$ cat config.mk
export PLATFORM = sky130hd
export DESIGN_NAME = hopcode_gen
export DESIGN_NICKNAME = d
export VERILOG_FILES = /design/src/rtl/hop_pkg.sv /design/src/rtl/hop_rst_sync.sv /design/src/rtl/hop_divider.sv /design/src/rtl/hop_sel_lfsr.sv /design/src/rtl/hop_main_lfsr.sv /design/src/rtl/hopcode_gen.sv
export SDC_FILE = /design/constraint.sdc
export NUM_CORES = 1
export LEC_CHECK = 0
export BUFFER_PORTS_ARGS = -buffer_cell sky130_fd_sc_hd__buf_2
export CORE_MARGIN = 5
export CORE_UTILIZATION = 30
export CTS_CLUSTER_DIAMETER = 120
export CTS_CLUSTER_SIZE = 10
export DETAILED_ROUTE_END_ITERATION = 16
export PLACE_DENSITY_LB_ADDON = 0.05
export REMOVE_ABC_BUFFERS = 1
export SLEW_MARGIN = 40
export SYNTH_ARGS = -nofsm -noshare
export SYNTH_HDL_FRONTEND = slang
export SYNTH_HIERARCHICAL = 1
export SYNTH_SLANG_ARGS = --single-unit
$ cat constraint.sdc
create_clock -name clk -period 1.34 [get_ports clk]
set_clock_uncertainty 0.05 [all_clocks]
set_input_delay 0 -clock clk [delete_from_list [all_inputs] [get_ports clk]]
set_output_delay 0 -clock clk [all_outputs]
set_load 0.01 [all_outputs]
$ cat src/rtl/hop_pkg.sv
package hop_pkg;
  localparam int CODE_W = 8;
  localparam int SEL_W  = 3;
  localparam int NSETS  = 1 << SEL_W;

  // Feedback mask per select value; bit i picks code[i].
  function automatic logic [CODE_W-1:0] tap_mask(input logic [SEL_W-1:0] s);
    case (s)
      3'd1:    tap_mask = 8'h8D;
      3'd2:    tap_mask = 8'h65;
      3'd3:    tap_mask = 8'h4D;
      3'd4:    tap_mask = 8'h69;
      3'd5:    tap_mask = 8'h2D;
      3'd6:    tap_mask = 8'h1D;
      default: tap_mask = 8'h71;
    endcase
  endfunction
endpackage

$ cat src/rtl/hop_rst_sync.sv
module hop_rst_sync (
  input  logic clk,
  input  logic rst_n,
  output logic rst_q_n
);
  logic [1:0] stg_q;

  always_ff @(posedge clk or negedge rst_n) begin
    if (!rst_n) stg_q <= 2'b00;
    else        stg_q <= {stg_q[0], 1'b1};
  end

  assign rst_q_n = stg_q[1];
endmodule

$ cat src/rtl/hop_divider.sv
module hop_divider #(
  parameter int DIV_W = 8
) (
  input  logic             clk,
  input  logic             rst_n,
  input  logic             preset,
  input  logic [DIV_W-1:0] div_n,
  output logic             tick
);
  logic [DIV_W-1:0] cnt_q, cnt_d;
  logic [DIV_W-1:0] last;

  always_comb begin
    last  = (div_n == '0) ? '0 : div_n - 1'b1;
    tick  = !preset && (cnt_q >= last);
    if (preset)    cnt_d = '0;
    else if (tick) cnt_d = '0;
    else           cnt_d = cnt_q + 1'b1;
  end

  always_ff @(posedge clk or negedge rst_n) begin
    if (!rst_n) cnt_q <= '0;
    else        cnt_q <= cnt_d;
  end
endmodule

$ cat src/rtl/hop_sel_lfsr.sv
module hop_sel_lfsr
  import hop_pkg::*;
(
  input  logic             clk,
  input  logic             rst_n,
  input  logic             preset,
  input  logic             adv_en,
  output logic [SEL_W-1:0] sel
);
  logic [SEL_W-1:0] sel_q, sel_d;

  always_comb begin
    if (preset)      sel_d = '1;
    else if (adv_en) sel_d = {sel_q[1:0], sel_q[2] ^ sel_q[1]};
    else             sel_d = sel_q;
  end

  always_ff @(posedge clk or negedge rst_n) begin
    if (!rst_n) sel_q <= '1;
    else        sel_q <= sel_d;
  end

  assign sel = sel_q;
endmodule

$ cat src/rtl/hop_main_lfsr.sv
module hop_main_lfsr
  import hop_pkg::*;
(
  input  logic              clk,
  input  logic              rst_n,
  input  logic              preset,
  input  logic [CODE_W-1:0] seed,
  input  logic [SEL_W-1:0]  sel,
  output logic [CODE_W-1:0] state
);
  logic [CODE_W-1:0] st_q, st_d;
  logic [NSETS-1:0]  fb_vec;
  logic              fb;

  for (genvar g = 0; g < NSETS; g++) begin : g_par
    assign fb_vec[g] = ^(st_q & tap_mask(g[SEL_W-1:0]));
  end

  always_comb begin
    fb = fb_vec[sel];
    if (preset) st_d = (seed == '0) ? '1 : seed;
    else        st_d = {fb, st_q[CODE_W-1:1]};
  end

  always_ff @(posedge clk or negedge rst_n) begin
    if (!rst_n) st_q <= '1;
    else        st_q <= st_d;
  end

  assign state = st_q;
endmodule

$ cat src/rtl/hopcode_gen.sv
module hopcode_gen
  import hop_pkg::*;
#(
  parameter int DIV_W = 8
) (
  input  logic              clk,
  input  logic              rst_n,
  input  logic              preset,
  input  logic [CODE_W-1:0] seed,
  input  logic [DIV_W-1:0]  div_n,
  output logic [CODE_W-1:0] code
);
  logic             rst_q_n;
  logic             tick;
  logic [SEL_W-1:0] sel_q;

  hop_rst_sync u_rst (.clk(clk), .rst_n(rst_n), .rst_q_n(rst_q_n));

  hop_divider #(.DIV_W(DIV_W)) u_div (
    .clk(clk), .rst_n(rst_q_n), .preset(preset), .div_n(div_n), .tick(tick)
  );

  hop_sel_lfsr u_sel (
    .clk(clk), .rst_n(rst_q_n), .preset(preset), .adv_en(tick), .sel(sel_q)
  );

  hop_main_lfsr u_main (
    .clk(clk), .rst_n(rst_q_n), .preset(preset), .seed(seed),
    .sel(sel_q), .state(code)
  );
endmodule

# ---- Word level (Yosys, flattened, before mapping)
# Index checks and enable logic that the tools add are counted.
dict set report totals {
  ramBits 0
  memories 0
  inputBits 19
  elab_cells 30
  ff_bits 21
  rom_bits 0
  latch_bits 0
}
dict set report op_classes {
  bitwise_logic 1
  n_eq_ne 0
  order_cmp 2
  mux 9
  n_reduce_logical 12
  mul 0
  div 0
  n_addsub 2
  shift 0
}
# cell n
set ops {}
lappend ops {{8-bit XOR reduction} 7}
lappend ops {{8-bit 2-to-1 mux} 5}
lappend ops {{8-bit zero test} 2}
lappend ops {{8-bit by 1-bit adder with 8-bit output, second input constant} 1}
lappend ops {{8-bit greater-or-equal comparator} 1}
lappend ops {{8-bit by 1-bit subtractor with 8-bit output, second input constant} 1}
lappend ops {{3-bit 2-to-1 mux} 2}
lappend ops {{3-bit by 4-bit less-than comparator with 1-bit output, second input constant} 1}
lappend ops {{1-bit binary-select mux with 3-bit select} 1}
lappend ops {{2-bit nonzero test} 1}
lappend ops {{1-bit logical AND} 1}
lappend ops {{1-bit zero test} 1}
lappend ops {{1-bit 2-to-1 mux} 1}
lappend ops {{1-bit bitwise XOR} 1}

# ---- Longest topological paths before layout
# Gate-level depths: netlist of the first run.
dict set report depth {
  ltp_word 6
  depth_mapped 12
  ltp_nobuf 12
}

# ---- Hierarchy
# The synthesis of the first run kept the hierarchy.
# module n_inst cells_each seq_area_each_um2 area_per_inst_um2
set by_module_without_submodules {}
lappend by_module_without_submodules {hop_divider 1 79 200.2 696.9}
lappend by_module_without_submodules {hop_main_lfsr 1 46 210.2 523.0}
lappend by_module_without_submodules {hop_sel_lfsr 1 11 78.8 130.1}
lappend by_module_without_submodules {hop_rst_sync 1 3 50.0 53.8}

# ---- Worst setup path after synthesis of the first run
# OpenSTA, ideal clock, no wires.
dict set report synth_path {
  kind {input to register}
  from {input port div_n[3]}
  to {register u_sel.sel_q[1] (netlist: u_sel/sel[1])}
  t_required_ns 1.212
  t_arrival_ns 2.203
  cell_stages 10
  slack_ns -0.991
  path_cell_list {or4_4 > nor4_2 > nand3_1 > o21a_1 > ha_1 > nand3_1 > or3_1 > a21oi_1 > mux2i_1 > nand2_1}
}
dict set report synth_via {
  elab_chain_len 5
  word_cells_on_any_way 6
  cone_classes {add/sub: 1; order compare: 1; mux: 1; reduce/logical: 3}
}
# element line_no
set synth_rtl {}
lappend synth_rtl {{from (decl)} hopcode_gen.sv:10} ;# input logic [DIV_W-1:0] div_n,
lappend synth_rtl {{8-bit by 1-bit subtractor with 8-bit output / 8-bit zero test (equally long branches)} hop_divider.sv:14} ;# last = (div_n == '0) ? '0 : div_n - 1'b1;
lappend synth_rtl {{8-bit 2-to-1 mux *} hop_divider.sv:14}
lappend synth_rtl {{8-bit greater-or-equal comparator *} hop_divider.sv:15} ;# tick = !preset && (cnt_q >= last);
lappend synth_rtl {{1-bit logical AND *} hop_divider.sv:15}
lappend synth_rtl {{named net tick} hopcode_gen.sv:14} ;# logic tick;
lappend synth_rtl {{2-bit nonzero test (no line) *} n/a}
lappend synth_rtl {{to (signal assigned)} hop_sel_lfsr.sv:20} ;# else sel_q <= sel_d;
lappend synth_rtl {{to (decl)} hop_sel_lfsr.sv:10} ;# logic [SEL_W-1:0] sel_q, sel_d;
# The timed path passes the listed nets; every way through them passes the cells marked *.
# A chain may end at the register's enable or synchronous reset.

# ---- Worst setup path in the final report of the first run
dict set report layout_path {
  from {input port div_n[3]}
  to {register u_sel.sel_q[2] (netlist: u_sel/sel[2])}
}
# The elaborated chain is that of the path after synthesis.

==> impl_metrics.env, run 1 <==
export IMPL_seq_area_frac_synth=0.3841
export IMPL_grt_max_degree=20
export IMPL_cts_max_level=1
export IMPL_die_y_um=78.41
export IMPL_ir_drop_uv=559.7
export IMPL_worstSetupPathType="in -> reg"
export IMPL_vias=1294
export IMPL_port_buffers=26
export IMPL_drc_errors=0
export IMPL_async_flop_share=1.000
export IMPL_drt_iter0_drc=36
export IMPL_insertion_delay_ns=0.26
export IMPL_cts_tree="built"
export IMPL_start_util=0.3159
export IMPL_grt_pass1_wl_um=6341
export IMPL_rsz0062_at_grt="true"
export IMPL_place_worst_setup_slack_ns=-1.321
export IMPL_stdcell_count=270
export IMPL_crit_path_start_kind="input pin"
export IMPL_hold_viol_final=0
export IMPL_whs_ns=0.09965
export IMPL_dpl_cell_area_sq_um=1853
export IMPL_clockBufferDepth=2
export IMPL_r2r_slack_ns=-0.61
export IMPL_synth_cells=139
export IMPL_period_needed_ns=2.154
export IMPL_syn_area_sq_um=1404
export IMPL_ios=27
export IMPL_diodes=0
export IMPL_setup_ws_ns=-0.8143
export IMPL_wire_per_inst_um=14.11
export IMPL_die_x_um=78.41
export IMPL_cp_end_kind="register"
export IMPL_synth_ff_type="dfstp_2"
export IMPL_track_usage=0.1302
export IMPL_core_area_sq_um=4444
export IMPL_core_rowCount=24
export IMPL_final_antenna_net_count=0
export IMPL_syn_to_final_growth_pct=60.69
export IMPL_cts_buffers=3
export IMPL_multi_input_area_sq_um=1017
export IMPL_ys_ff_latch=21
export IMPL_p_leak_nw=1.001
export IMPL_stdcell_area_sq_um=2256
export IMPL_gp_congestion=0.7775
export IMPL_worst_path_max_fanout=4
export IMPL_post_place_cells=250
export IMPL_clock_root_buffer="clkbuf_8"
export IMPL_required_ns=1.49
export IMPL_cts_sinks=21
export IMPL_power_mw=1.798
export IMPL_grt_antenna_before_repair=0
export IMPL_cts_clk_slew_worst_paths_ns=0.08
export IMPL_die_area_sq_um=6147
export IMPL_drv_slew=0
export IMPL_synth_cell_types=38
export IMPL_grt_pass1_vias=1318
export IMPL_drive_above_1_share=0.5275
export IMPL_synth_top_area_cell="dfstp_2"
export IMPL_gr_total_overflow=0
export IMPL_via_per_inst=4.793
export IMPL_fin_nets=248
export IMPL_dp_hpwl_um=2755
export IMPL_seq_area_sq_um=539.3
export IMPL_synth_edf_count=0
export IMPL_violations="setup timing"
export IMPL_dr_pass1_iters=4
export IMPL_syn_area_per_cell_sq_um=10.10
export IMPL_setup_viol=12
export IMPL_synth_top_area_share=0.2059
export IMPL_max_cap_viol_count=0
export IMPL_fmax_mhz=464.2
export IMPL_p_per_area_nw_per_um2=796.8
export IMPL_finalCritPeriodShare=1.608
export IMPL_yosysWarnings=6
export IMPL_status="complete, but fails checks"
export IMPL_cp_data_arrival_time_ns=2.30
export IMPL_totalWireLength_um=3810
export IMPL_worstHoldPathType="in -> reg"
export IMPL_tns_ns=-7.762
export IMPL_synthTopCellsByArea="dfstp_2 (21%), dfrtp_1 (18%), ha_1 (8.9%)"
export IMPL_nFillCells=409
export IMPL_postLayoutCoreUtil=0.5076
-- sequential cells by signal (all words and copies together), names as in the netlist --
register      flops
u_rst/stg_q       2
u_sel/sel         3
u_div/cnt_q       8
u_main/state      8
-- cells in the final DEF, fill, tap and decap left out, types with 2 or more instances in the layout --
cell	count
dfrtp_1	10
xnor2_1	13
clkbuf_8	3
nor3_1	2
and3_1	2
dfstp_2	11
inv_1	3
ha_4	5
nand3_1	6
dlygate4sd3_1	9
mux2i_1	5
buf_4	42
nand3b_1	3
nand2_4	2
nor2_1	9
a21oi_1	3
nand2_1	6
xor2_1	8
inv_4	2
o21a_1	3
ha_1	4
a21oi_2	2
nand2b_1	2
o22a_1	6
buf_2	23
buf_6	4
or4_4	3
-- metal layers --
| layer | wire length [um] | part of all wire | vias to the layer above | GRT usage |
|---|---|---|---|---|
| met2 | 1759 | 0.46 | 23 | 0.2106 |
| met5 | 0 | 0 | - | 0 |
| met3 | 148 | 0.039 | 7 | 0.03089 |
| met4 | 52 | 0.014 | 0 | 0.03671 |
| met1 | 1849 | 0.49 | 607 | 0.1737 |
| li1 | - | - | 657 | - |
-- report_power, final --
group	internal (mW)	switching, mW	leakage, nW
clock network	0.212	0.219	0.0228
logic	0.347	0.282	0.730
registers	0.698	0.0396	0.248
-- synth_stat cells, types with 5 or more instances --
cell type and number:
dfstp_2 11, xnor2_1 13, ha_1 10, o22a_1 6, a21oi_1 5, mux2i_1 5, dfrtp_1 10, nand3_1 7
xor2_1 9, nand2_1 9, nor2_1 10, inv_1 5
-- repair_timing --
item | CTS | global route
setup endpoints to repair | 12 | 19
hold buffers | 9 | 0
resized for setup | 36 | 6
endpoints found under the hold margin | 9 | 0
pin swaps | 17 | 3
setup buffers | 3 | 5
-- path summary, 6_finish.rpt --
kind                       cells after the start                   endpoint                     start
setup / recovery                              11   u_sel/sel[2]$_DFFE_PN1P_                  div_n[3]
hold / removal                                 2  u_main/state[2]$_DFF_PN1_                    preset
setup reg to reg                               7   u_sel/sel[0]$_DFFE_PN1P_  u_div/cnt_q[2]$_DFF_PN0_
hold reg to reg                                1   u_div/cnt_q[0]$_DFF_PN0_  u_rst/stg_q[1]$_DFF_PN0_
max in group asynchronous                      3   u_rst/stg_q[0]$_DFF_PN0_                     rst_n
min in group asynchronous                      1   u_div/cnt_q[0]$_DFF_PN0_  u_rst/stg_q[1]$_DFF_PN0_
-- area by class of cell --
cell class | instances | share of cell area
tap | 52 | 0.02884
sequential | 21 | 0.2390
inverter | 5 | 0.01054
multi-input combinational | 110 | 0.4509
timing repair buffer | 78 | 0.2507
clock buffer | 4 | 0.01997
-- logic make-up (layout without fill, tap and decap cells) --
logic type	Yosys count	after routing	synth area share
AO/OA/AOI/OAI	26	26	0.1381
buffers and inverters	8	87	0.02495
AND/OR/NAND/NOR	45	45	0.1765
adder cells (fa/ha/maj)	10	10	0.08913
multiplexers	5	5	0.03565
other	1	1	0.002671
flip-flops	21	21	0.3841
XOR/XNOR	23	23	0.1488
-- critical path, stage by stage --
cell and delay [ns]:
buf_6 0.09, or4_4 0.57, nor4_4 0.17, nand3_1 0.10, o21a_1 0.14, ha_4 0.29, nand3_4 0.07, or3_4 0.36
a21oi_4 0.20, mux2i_1 0.22, nand2_1 0.08
Note: power is estimated with default switching activity, not from simulation.
==> inputs of run 2 (changes only) <==
--- a/config.mk
+++ b/config.mk
@@ -5,15 +5,14 @@
 export SDC_FILE = /design/constraint.sdc
 export NUM_CORES = 1
 export LEC_CHECK = 0
-export BUFFER_PORTS_ARGS = -buffer_cell sky130_fd_sc_hd__buf_2
 export CORE_MARGIN = 5
 export CORE_UTILIZATION = 30
 export CTS_CLUSTER_DIAMETER = 120
 export CTS_CLUSTER_SIZE = 10
 export DETAILED_ROUTE_END_ITERATION = 16
+export DONT_BUFFER_PORTS = 1
 export PLACE_DENSITY_LB_ADDON = 0.05
 export REMOVE_ABC_BUFFERS = 1
-export SLEW_MARGIN = 40
 export SYNTH_ARGS = -nofsm -noshare
 export SYNTH_HDL_FRONTEND = slang
 export SYNTH_HIERARCHICAL = 1
==> impl_metrics.env, run 2 (synthesis results as in run 1) <==
export IMPL_required_ns=1.48
export IMPL_cts_buffers=3
export IMPL_max_stage_delay_ns=0.47
export IMPL_ios=27
export IMPL_grt_pass1_wl_um=5727
export IMPL_clock_root_buffer="clkbuf_8"
export IMPL_nFillCells=431
export IMPL_dr_pass1_iters=4
export IMPL_p_leak_nw=0.8866
export IMPL_dp_hpwl_um=2711
export IMPL_die_y_um=78.41
export IMPL_core_area_sq_um=4444
export IMPL_cts_clk_slew_worst_paths_ns=0.08
export IMPL_grt_pass1_vias=1229
export IMPL_max_cap_viol_count=0
export IMPL_via_per_inst=4.751
export IMPL_grt_antenna_before_repair=0
export IMPL_insertion_delay_ns=0.27
export IMPL_track_usage=0.1163
export IMPL_worstHoldPathType="in -> reg"
export IMPL_crit_path_start_kind="input pin"
export IMPL_port_buffers=0
export IMPL_setup_viol=12
export IMPL_gp_congestion=0.7574
export IMPL_hold_viol_final=19
export IMPL_clockBufferDepth=2
export IMPL_whs_ns=-0.1751
export IMPL_setup_ws_ns=-0.6941
export IMPL_violations="hold timing, setup timing"
export IMPL_stdcell_area_sq_um=2051
export IMPL_drt_iter0_drc=26
export IMPL_finalCritPeriodShare=1.518
export IMPL_worstSetupPathType="in -> reg"
export IMPL_grt_max_degree=17
export IMPL_cp_data_arrival_time_ns=2.17
export IMPL_syn_to_final_growth_pct=46.08
export IMPL_drive_above_1_share=0.4270
export IMPL_die_x_um=78.41
export IMPL_cts_max_level=1
export IMPL_drv_slew=0
export IMPL_diodes=0
export IMPL_p_per_area_nw_per_um2=863.3
export IMPL_rsz0062_at_grt="true"
export IMPL_start_util=0.3159
export IMPL_dpl_cell_area_sq_um=1698
export IMPL_drc_errors=0
export IMPL_fin_nets=215
export IMPL_period_needed_ns=2.034
export IMPL_final_cell_mix="buf_4 (33), dfstp_2 (11), xnor2_1 (10), dfrtp_1 (10)"
export IMPL_cts_sinks=21
export IMPL_final_common_cell="buf_4"
export IMPL_crit_family="simple AND/OR/NAND/NOR gates"
export IMPL_crit_chain="inv_1 -> ha_1 -> nand3b_1 -> or4_4 -> nand2_1 -> ha_1 -> or4_4 -> a21oi_2 -> or3_4 -> a21oi_4 -> mux2i_1 -> nand2_1"
export IMPL_vias=1126
export IMPL_worst_path_max_fanout=5
export IMPL_critPathBufInv=1
export IMPL_cts_hold_buffers=9
export IMPL_core_rowCount=24
export IMPL_die_area_sq_um=6147
export IMPL_cts_tree="built"
export IMPL_ir_drop_uv=568.2
export IMPL_cp_end_kind="register"
export IMPL_final_antenna_net_count=0
export IMPL_totalWireLength_um=3457
export IMPL_cpMaxStageDelayCell="or4_4"
export IMPL_fmax_mhz=491.6
export IMPL_wire_per_inst_um=14.59
export IMPL_status="complete, but fails checks"
export IMPL_gr_total_overflow=0
run 2: changes by cell type in the layout (fill, tap and decap cells not counted), moves of 3 or more:
| cell | change |
|---|---|
| xnor2_1 | -3 |
| ha_4 | -3 |
| buf_2 | -23 |
| buf_4 | -9 |
| ha_1 | +4 |
run 2: worst paths after layout:
kind / start / end / slack [ns] / cells past startpoint
worst max-delay path: div_n[0] / u_sel/sel[1]$_DFFE_PN1P_ / -0.69 / 12
worst max register to register: u_div/cnt_q[4]$_DFF_PN0_ / u_sel/sel[1]$_DFFE_PN1P_ / -0.63 / 7
worst min register to register: u_rst/stg_q[0]$_DFF_PN0_ / u_rst/stg_q[1]$_DFF_PN0_ / 0.31 / 0
max in group asynchronous: u_rst/stg_q[1]$_DFF_PN0_ / u_main/state[7]$_DFF_PN1_ / 0.67 / 1
worst min-delay path: preset / u_sel/sel[2]$_DFFE_PN1P_ / -0.18 / 2
min in group asynchronous: u_rst/stg_q[1]$_DFF_PN0_ / u_div/cnt_q[6]$_DFF_PN0_ / 0.36 / 1
run 2: worst register-to-register path: cells and delay by family, from the launching register on:
family                     cells  cell delay, ns
AOI/OAI and AO/OA              3            0.45
muxes                          1            0.21
DFF                            1            0.41
and+or+nand+nor                2            0.48
adders and majority gates      1            0.29
run 2: per-stage QoR:
stage	setup WS, ns	utilization	cells	power (mW)	setup TNS (ns)
floorplan	-0.9913	-	136	1.027	-8.454
global placement	-1.102	0.3820	219	1.205	-10.95
detailed placement	-1.160	0.3820	219	1.212	-11.30
CTS	-0.6473	0.4381	234	1.729	-6.476
global route	-0.7894	0.4614	237	1.873	-8.467
finish	-0.6941	0.4614	237	1.770	-7.331
run 2: where the power goes:
group / switching (mW) / internal [mW] / total [mW]
logic: 0.253 / 0.334 / 0.587
clock network: 0.231 / 0.210 / 0.441
registers: 0.0444 / 0.698 / 0.742
run 2: per-layer routing:
metal	up-vias	GRT usage	wire length, um
li1	586	-	-
met1	513	0.1542	1635
met2	23	0.1858	1594
met3	4	0.03661	186
met4	0	0.02622	41
met5	-	0	0
run 2: cell type report:
class	count	area [sq um]	share of cell area
multi-input combinational	110	998.5	0.4869
tap	52	65.06	0.03173
sequential	21	539.3	0.2630
timing repair buffer	45	380.4	0.1855
inverter	5	18.77	0.009152
clock buffer	3	41.29	0.02013
clock inverter	1	7.507	0.003661
run 2: repair_timing:
item | CTS | global route
resized for setup | 16 | 14
cloned | 0 | 0
setup buffers | 3 | 3
pin swaps | 12 | 7
setup endpoints to repair | 12 | 12
endpoints found under the hold margin | 21 | 19
